File: config.mk
export PLATFORM = sky130hd
export DESIGN_NAME = flash_cmd_fsm
export DESIGN_NICKNAME = d
export VERILOG_FILES = /design/src/rtl/flash_cmd_fsm.sv
export SDC_FILE = /design/constraint.sdc
export NUM_CORES = 1
export LEC_CHECK = 0
export CAP_MARGIN = 20
export CORE_UTILIZATION = 50
export DETAILED_ROUTE_END_ITERATION = 12
export GPL_ROUTABILITY_DRIVEN = 0
export PLACE_DENSITY = 0.79
export SYNTH_ARGS = -nofsm -noshare
export SYNTH_HDL_FRONTEND = slang
export SYNTH_SLANG_ARGS = --single-unit
File: constraint.sdc
create_clock -name clk -period 6.5 [get_ports clk]
set_input_delay 1.625 -clock clk [delete_from_list [all_inputs] [get_ports clk]]
set_output_delay 1.625 -clock clk [all_outputs]
set_load 0.05 [all_outputs]
File: src/rtl/flash_cmd_fsm.sv
module flash_cmd_fsm #(
  parameter int         ADDR_W    = 20,
  parameter int         OP_CYCLES = 1000,
  parameter logic [1:0] LOCK_MASK = 2'b01
) (
  input  logic              clk,
  input  logic              rst_n,
  input  logic              ce_n,
  input  logic              we_n,
  input  logic              oe_n,
  input  logic              wp_n,
  input  logic [ADDR_W-1:0] addr,
  input  logic [7:0]        din,
  output logic [1:0]        rd_src,
  output logic [7:0]        status,
  output logic              ready
);
  localparam int CNT_W = $clog2(OP_CYCLES + 1);
  localparam int MSB   = ADDR_W - 1;

  localparam logic [1:0] SRC_ARR  = 2'd0;
  localparam logic [1:0] SRC_MFR  = 2'd1;
  localparam logic [1:0] SRC_DEV  = 2'd2;
  localparam logic [1:0] SRC_STAT = 2'd3;

  localparam logic [7:0] C_ARRAY = 8'hFF;
  localparam logic [7:0] C_IDENT = 8'h90;
  localparam logic [7:0] C_STAT  = 8'h70;
  localparam logic [7:0] C_CLEAR = 8'h50;
  localparam logic [7:0] C_ERASE = 8'h20;
  localparam logic [7:0] C_PROG  = 8'h40;
  localparam logic [7:0] C_SUSP  = 8'hB0;
  localparam logic [7:0] C_CONF  = 8'hD0;

  typedef enum logic [2:0] {M_ARR, M_ID, M_STAT, M_ERA, M_PRG} mode_t;

  mode_t            mode;
  logic             wr_q, rd_q, lat_bank;
  logic [7:0]       lat_d, stat_q, sr_live;
  logic             op_act, op_susp, op_erase, op_bank;
  logic             err_e, err_p, err_l;
  logic [CNT_W-1:0] cnt;

  logic wr_on, rd_on, rd_start, commit, setup, cmd;
  logic go_erase, go_prog, go_any, bad_conf, lock_hit, start_ok, lock_fail;
  logic do_susp, do_res, do_clr;

  assign wr_on    = !ce_n && !we_n && oe_n;
  assign rd_on    = !ce_n && !oe_n;
  assign rd_start = rd_on && !rd_q;
  assign commit   = wr_q && !wr_on;
  assign setup    = (mode == M_ERA) || (mode == M_PRG);
  assign cmd      = commit && !setup;

  assign go_erase  = commit && (mode == M_ERA) && (lat_d == C_CONF);
  assign bad_conf  = commit && (mode == M_ERA) && (lat_d != C_CONF);
  assign go_prog   = commit && (mode == M_PRG);
  assign go_any    = go_erase || go_prog;
  assign lock_hit  = !wp_n && LOCK_MASK[lat_bank];
  assign start_ok  = go_any && !op_act && !lock_hit;
  assign lock_fail = go_any && !op_act && lock_hit;

  assign do_susp = cmd && (lat_d == C_SUSP) && op_act && !op_susp &&
                   (lat_bank == op_bank) && (cnt != CNT_W'(1));
  assign do_res  = cmd && (lat_d == C_CONF) && op_susp && (lat_bank == op_bank);
  assign do_clr  = cmd && (lat_d == C_CLEAR);

  assign ready   = !(op_act && !op_susp);
  assign sr_live = {ready, op_susp & op_erase, err_e, err_p,
                    1'b0, op_susp & ~op_erase, err_l, 1'b0};
  assign status  = stat_q;

  always_comb begin
    if (op_act && (addr[MSB] != op_bank))
      rd_src = SRC_ARR;
    else if (op_act && !op_susp)
      rd_src = SRC_STAT;
    else begin
      case (mode)
        M_ARR:   rd_src = SRC_ARR;
        M_ID:    rd_src = (addr[MSB-1:0] == '0) ? SRC_MFR : SRC_DEV;
        default: rd_src = SRC_STAT;
      endcase
    end
  end

  always_ff @(posedge clk or negedge rst_n) begin
    if (!rst_n) begin
      wr_q     <= 1'b0;
      rd_q     <= 1'b0;
      lat_bank <= 1'b0;
      lat_d    <= '0;
      stat_q   <= 8'h80;
    end else begin
      wr_q <= wr_on;
      rd_q <= rd_on;
      if (wr_on) begin
        lat_bank <= addr[MSB];
        lat_d    <= din;
      end
      if (rd_start) stat_q <= sr_live;
    end
  end

  always_ff @(posedge clk or negedge rst_n) begin
    if (!rst_n) begin
      op_act   <= 1'b0;
      op_susp  <= 1'b0;
      op_erase <= 1'b0;
      op_bank  <= 1'b0;
      cnt      <= '0;
    end else begin
      if (start_ok) begin
        op_act   <= 1'b1;
        op_susp  <= 1'b0;
        op_erase <= go_erase;
        op_bank  <= lat_bank;
        cnt      <= CNT_W'(OP_CYCLES);
      end else if (op_act && !op_susp) begin
        if (cnt == CNT_W'(1)) op_act <= 1'b0;
        else                  cnt    <= cnt - CNT_W'(1);
      end
      if (do_susp) op_susp <= 1'b1;
      if (do_res)  op_susp <= 1'b0;
    end
  end

  always_ff @(posedge clk or negedge rst_n) begin
    if (!rst_n) begin
      err_e <= 1'b0;
      err_p <= 1'b0;
      err_l <= 1'b0;
    end else if (do_clr) begin
      err_e <= 1'b0;
      err_p <= 1'b0;
      err_l <= 1'b0;
    end else begin
      if (bad_conf || (lock_fail && go_erase)) err_e <= 1'b1;
      if (bad_conf || (lock_fail && go_prog))  err_p <= 1'b1;
      if (lock_fail)                           err_l <= 1'b1;
    end
  end

  always_ff @(posedge clk or negedge rst_n) begin
    if (!rst_n) begin
      mode <= M_ARR;
    end else if (commit && setup) begin
      mode <= M_STAT;
    end else if (cmd) begin
      case (lat_d)
        C_ARRAY: mode <= M_ARR;
        C_IDENT: mode <= M_ID;
        C_STAT:  mode <= M_STAT;
        C_ERASE: mode <= M_ERA;
        C_PROG:  mode <= M_PRG;
        C_SUSP:  if (do_susp) mode <= M_STAT;
        C_CONF:  if (do_res)  mode <= M_STAT;
        default: ;
      endcase
    end
  end


  susp_needs_op_chk: assert property (@(posedge clk) disable iff (!rst_n)
    op_susp |-> op_act);


  err_clear_only_chk: assert property (@(posedge clk) disable iff (!rst_n)
    ($fell(err_e) || $fell(err_p) || $fell(err_l)) |-> $past(commit && lat_d == C_CLEAR));


  start_to_status_chk: assert property (@(posedge clk) disable iff (!rst_n)
    $fell(ready) |-> (mode == M_STAT));


  status_hold_chk: assert property (@(posedge clk) disable iff (!rst_n)
    !$stable(stat_q) |-> $past(rd_on && !rd_q));

endmodule

### Word-level counts from Yosys, hierarchy flattened

Cells that the tools add are included.

* register bits after elaboration: 37
* input port bits: 34
* output and inout port bits: 11
* word-level logic and storage cells: 120

* add/subtract/negate cells: 1
* magnitude comparators: 1
* equality and inequality tests: 19
* mux-type cells: 26
* bitwise logic cells: 3
* reductions and logical operators: 56

Operator list (count)
* 8-bit equality test, second input constant: 4
* 10-bit two-way mux: 3
* 1-bit logical AND: 28
* 8-bit by 7-bit equality test with 1-bit output, second input constant: 3
* 3-bit case mux with 7 select lines: 1
* 19-bit zero test: 1
* 1-bit two-way mux: 14
* 3-bit two-way mux: 4
* 2-bit nonzero test: 6
* 1-bit zero test: 11
* 10-bit by 1-bit equality test with 1-bit output, second input constant: 1
* 10-bit by 1-bit inequality test with 1-bit output, second input constant: 1
* 10-bit by 1-bit subtractor with 10-bit output, second input constant: 1
* 8-bit by 6-bit equality test with 1-bit output, second input constant: 1
* 8-bit inequality test, second input constant: 1
* 8-bit nonzero test: 1
* 2-bit two-way mux: 3
* 3-bit by 2-bit inequality test with 1-bit output, second input constant: 2
* 1-bit logical OR: 4
* 2-bit case mux with 2 select lines: 1
* 2-bit AND reduction: 2
* 4-bit AND reduction: 1
* 3-bit by 1-bit equality test with 1-bit output, second input constant: 1
* 3-bit by 2-bit equality test with 1-bit output, second input constant: 1
* other kinds (9): 10

### Logic depth before layout (Yosys ltp)

* word-level depth: 15
* depth in mapped cells: 8
* mapped depth without buffers: 7

### Least setup slack after synthesis

OpenSTA, ideal clock, no wires.

* path type: input -> output
* from: input addr[10]
* to: output rd_src[0]
* arrival time: 2.943 ns
* data required time: 4.875 ns
* path slack: 1.932 ns
* stages: 5
* path buffers: 0
* cells stage by stage: nor4_1 > nand4_1 > nor4_1 > a21boi_0 > nor2_1

* cells in the longest elaborated chain, start to end: 5

RTL lines
* start: declaration: line 12 `input logic [ADDR_W-1:0] addr,`
* 19-bit zero test: line 81 `M_ID: rd_src = (addr[MSB-1:0] == '0) ? SRC_MFR : SRC_DEV;`
* 2-bit two-way mux: line 81
* 2-bit case mux with 2 select lines: line 79 `case (mode)`
* 2-bit two-way mux: line 76 `else if (op_act && !op_susp)`
* 2-bit two-way mux: line 74 `if (op_act && (addr[MSB] != op_bank))`
* end: declaration: line 14 `output logic [1:0] rd_src,`

Every way passes these cells.

### Final worst setup path

Ends and elaborated chain as after synthesis.

==> results by group <==
Clock network
  • Clock Latency Late Sink: about 290 ps
  • # hold bufs at CTS: 0
  • TritonCTS buffer count: 5
  • Htree depth: 2
  • Root buffer cell: clkbuf_8
  • Resized Gates After CTS: 0
  • Post-CTS Setup Inserts: 0
  • Worst-path clk slew: around 70 ps
  • CTS tree: yes
  • Clock Path Buffers: 2
  • Clock sink count: 37

Worst setup path
  • CP max-delay cell: clkdlybuf4s50_1
  • Crit path largest cell delay: 800 ps
  • WP data required: around 5000 ps
  • CP Class: in2out
  • Crit start category: input pin
  • Delay-heaviest family, CP: buffers and inverters
  • CP arrival: roughly 3700 ps
  • Setup crit end kind: primary output
  • Crit path buf inv count: 2
  • Worst-path cell chain: clkdlybuf4s50_1 -> nor4_1 -> nand4_1 -> nor4_1 -> a21boi_0 -> nor2_1 -> clkdlybuf4s50_1
  • Crit-path max FO: 2
  • FF-to-FF setup slack: 3930 ps

Timing
  • Min cycle time layout: 5307 ps
  • Relative slew slack: 37.12%
  • TNS Setup: 0 ps
  • Final Hold Violating Endpoints: 0
  • Fmax: 188.4 MHz
  • Unrepaired setup endpoints after global routing: no
  • Least-Margin Pin Slew: about 940 ps
  • PnR worst setup slack: 1193 ps
  • Final setup fails: 0
  • Final Cycle Share: 81.64%
  • Final Skew: 6.751 ps
  • Final Max Tran Viols: 0

Cells and area
  • Diode count: 0
  • Commonest non-fill, non-tap cell in the layout: clkdlybuf4s50_1
  • Most frequent cells in the layout: clkdlybuf4s50_1, dfrtp_1, nor2_1
  • Core Util, Final: 67.54%
  • Layout Nets: 271
  • Area grow syn2layout: 27.71%
  • Layout cells sized above 1: 11.86%
  • FF+latch area: 927.1 sq um
  • Fill cell count: 311
  • Area of the multi-input gates: around 960 sq um

Drt
  • DRT Pass-1 Iters: 4
  • Drt initial violations: 81
  • Routed WL: about 3800 um
  • DR vias: 1556
  • Remaining DRCs: 0
  • Vias per cell: 5.479
  • Routed WL per cell: 13.40 um
  • Final ANT Viol Nets: 0

Synthesis
  • Sequential share of the synthesized area: 47.53%
  • Mapped cell area: 0.001951 sq mm
  • Post-Syn Area per Cell: 10.11 sq um
  • FFs w/ async S/R, synth: 100.0%
  • Post-synth EDFFs: 0
  • Predominant post-synthesis flop cell: dfrtp_1
  • Warnings, synthesis: 0
  • Post-Syn Instances: 193
  • Netlist cell types: 48
  • #FFs+latches synth: 37

Placement
  • Detail Placement HPWL: 2823 um
  • IO buf count: between 40 and 50
  • Place WS: 1151 ps

Power
  • Peak VDD IR: roughly 0.00018 V
  • LEAKAGE: 0.9778 nW
  • Pwr per Cell Area: between 200 and 300 mW/mm^2
  • Power Total: ~0.64 mW

Status
  • Status: finished clean

Die
  • Initial Util: roughly 53%
  • Num rows: 22
  • Chip height: 64.46 um
  • # IOs: 45
  • Core area: 0.003689 sq mm
  • DIE WIDTH: 64.46 um
  • Die area: ~0.0042 sq mm

GRT
  • Initial antenna violation count: 0
  • Global route overflow: 0
  • Global-route wire length before repair: 6796 um
  • Largest net degree at the start of global routing: 38
  • Vias in the first global route: between 1500 and 2000
  • GRT Total Usage: a little over a fifth

Flow run
  • Max_cap viols: 0

Worst hold path
  • Min-delay worst type: reg2reg
synth_stat cells (all sizes together), types with 2 or more instances:
master   n  area [sq um]
clkbuf   5         18.77
nand4b   2         17.52
nor4    11         68.82
or4      2         15.01
nand3b   3         22.52
nor3b    2         15.01
inv      8         30.03
dfrtp   36         900.9
xnor2    3         26.28
nand4    3         18.77
nand2   13         48.80
buf      4         23.76
nor2    20         75.07
nor3     4         20.02
o21ai    7         35.03
or4b     2         23.77
mux2    14         157.7
and4b    3         30.03
ha       2         25.02
nand3    8         40.04
nor2b    2         12.51
a21oi    6         30.03
nand2b   3         18.77
a211oi   3         27.52
xor2     9         78.83
state kept, by name, indices dropped and copies added, names as in the netlist, 3 cells and up:
register / flops
status: 6
cnt: 10
lat_d: 8
mode: 3
stage by stage:
| step | cells | area [sq um] | hold slack, ps |
|---|---|---|---|
| final | 284 | 2491 | 508.2 |
| after global routing | 284 | 2491 | 526.4 |
| after CTS | 284 | 2491 | 513.3 |
| after detailed placement | 276 | 2405 | 496.5 |
| after global placement | 276 | 2405 | 485.8 |
| after floorplan | 194 | 1954 | 457.1 |
metal layers:
layer / global-route usage [%] / part of all wire [%]
met3: 6.514 / 8.2
met2: 33.03 / 45
met5: 0 / 0
met1: 28.41 / 46
met4: 6.667 / 0.81
final cells by class:
cell class	count	area share (%)
clock buffers	5	2.762
clock inverters	3	0.7032
flip-flops and latches	37	37.22
multi-input cells	140	38.52
well taps	48	2.411
repair buffers	43	17.18
inverters	8	1.205
power by group:
part / switching, mW / total (mW) / internal [mW]
sequential: 0.0461 / 0.317 / 0.271
clock: 0.0823 / 0.156 / 0.0739
combinational: 0.0847 / 0.166 / 0.0816
logic make-up (layout without fill, tap and decap cells):
logic type | count (synthesis) | after routing | share of synthesized area (%)
AOI/OAI and AO/OA | 28 | 28 | 10.26
xor gates and xnor gates | 12 | 12 | 5.389
adders and majority gates | 2 | 2 | 1.283
buffers and inverters | 17 | 59 | 3.720
DFF | 37 | 37 | 47.53
muxes | 14 | 14 | 8.082
other | 1 | 2 | 0.1922
and+or+nand+nor | 82 | 82 | 23.54
path summary, 6_finish.rpt:
kind,start,end,depth (start not counted)
min in group asynchronous,rst_n,status[2]$_DFFE_PN0P_,2
setup / recovery,addr[10],rd_src[0],7
setup reg to reg,cnt[1]$_DFFE_PN0P_,mode[0]$_DFFE_PN0P_,7
max in group asynchronous,rst_n,status[7]$_DFFE_PN1P_,2
hold reg to reg,status[5]$_DFFE_PN0P_,status[5]$_DFFE_PN0P_,1
hold / removal,status[5]$_DFFE_PN0P_,status[5]$_DFFE_PN0P_,1
Power figures use the tool's default switching activity.
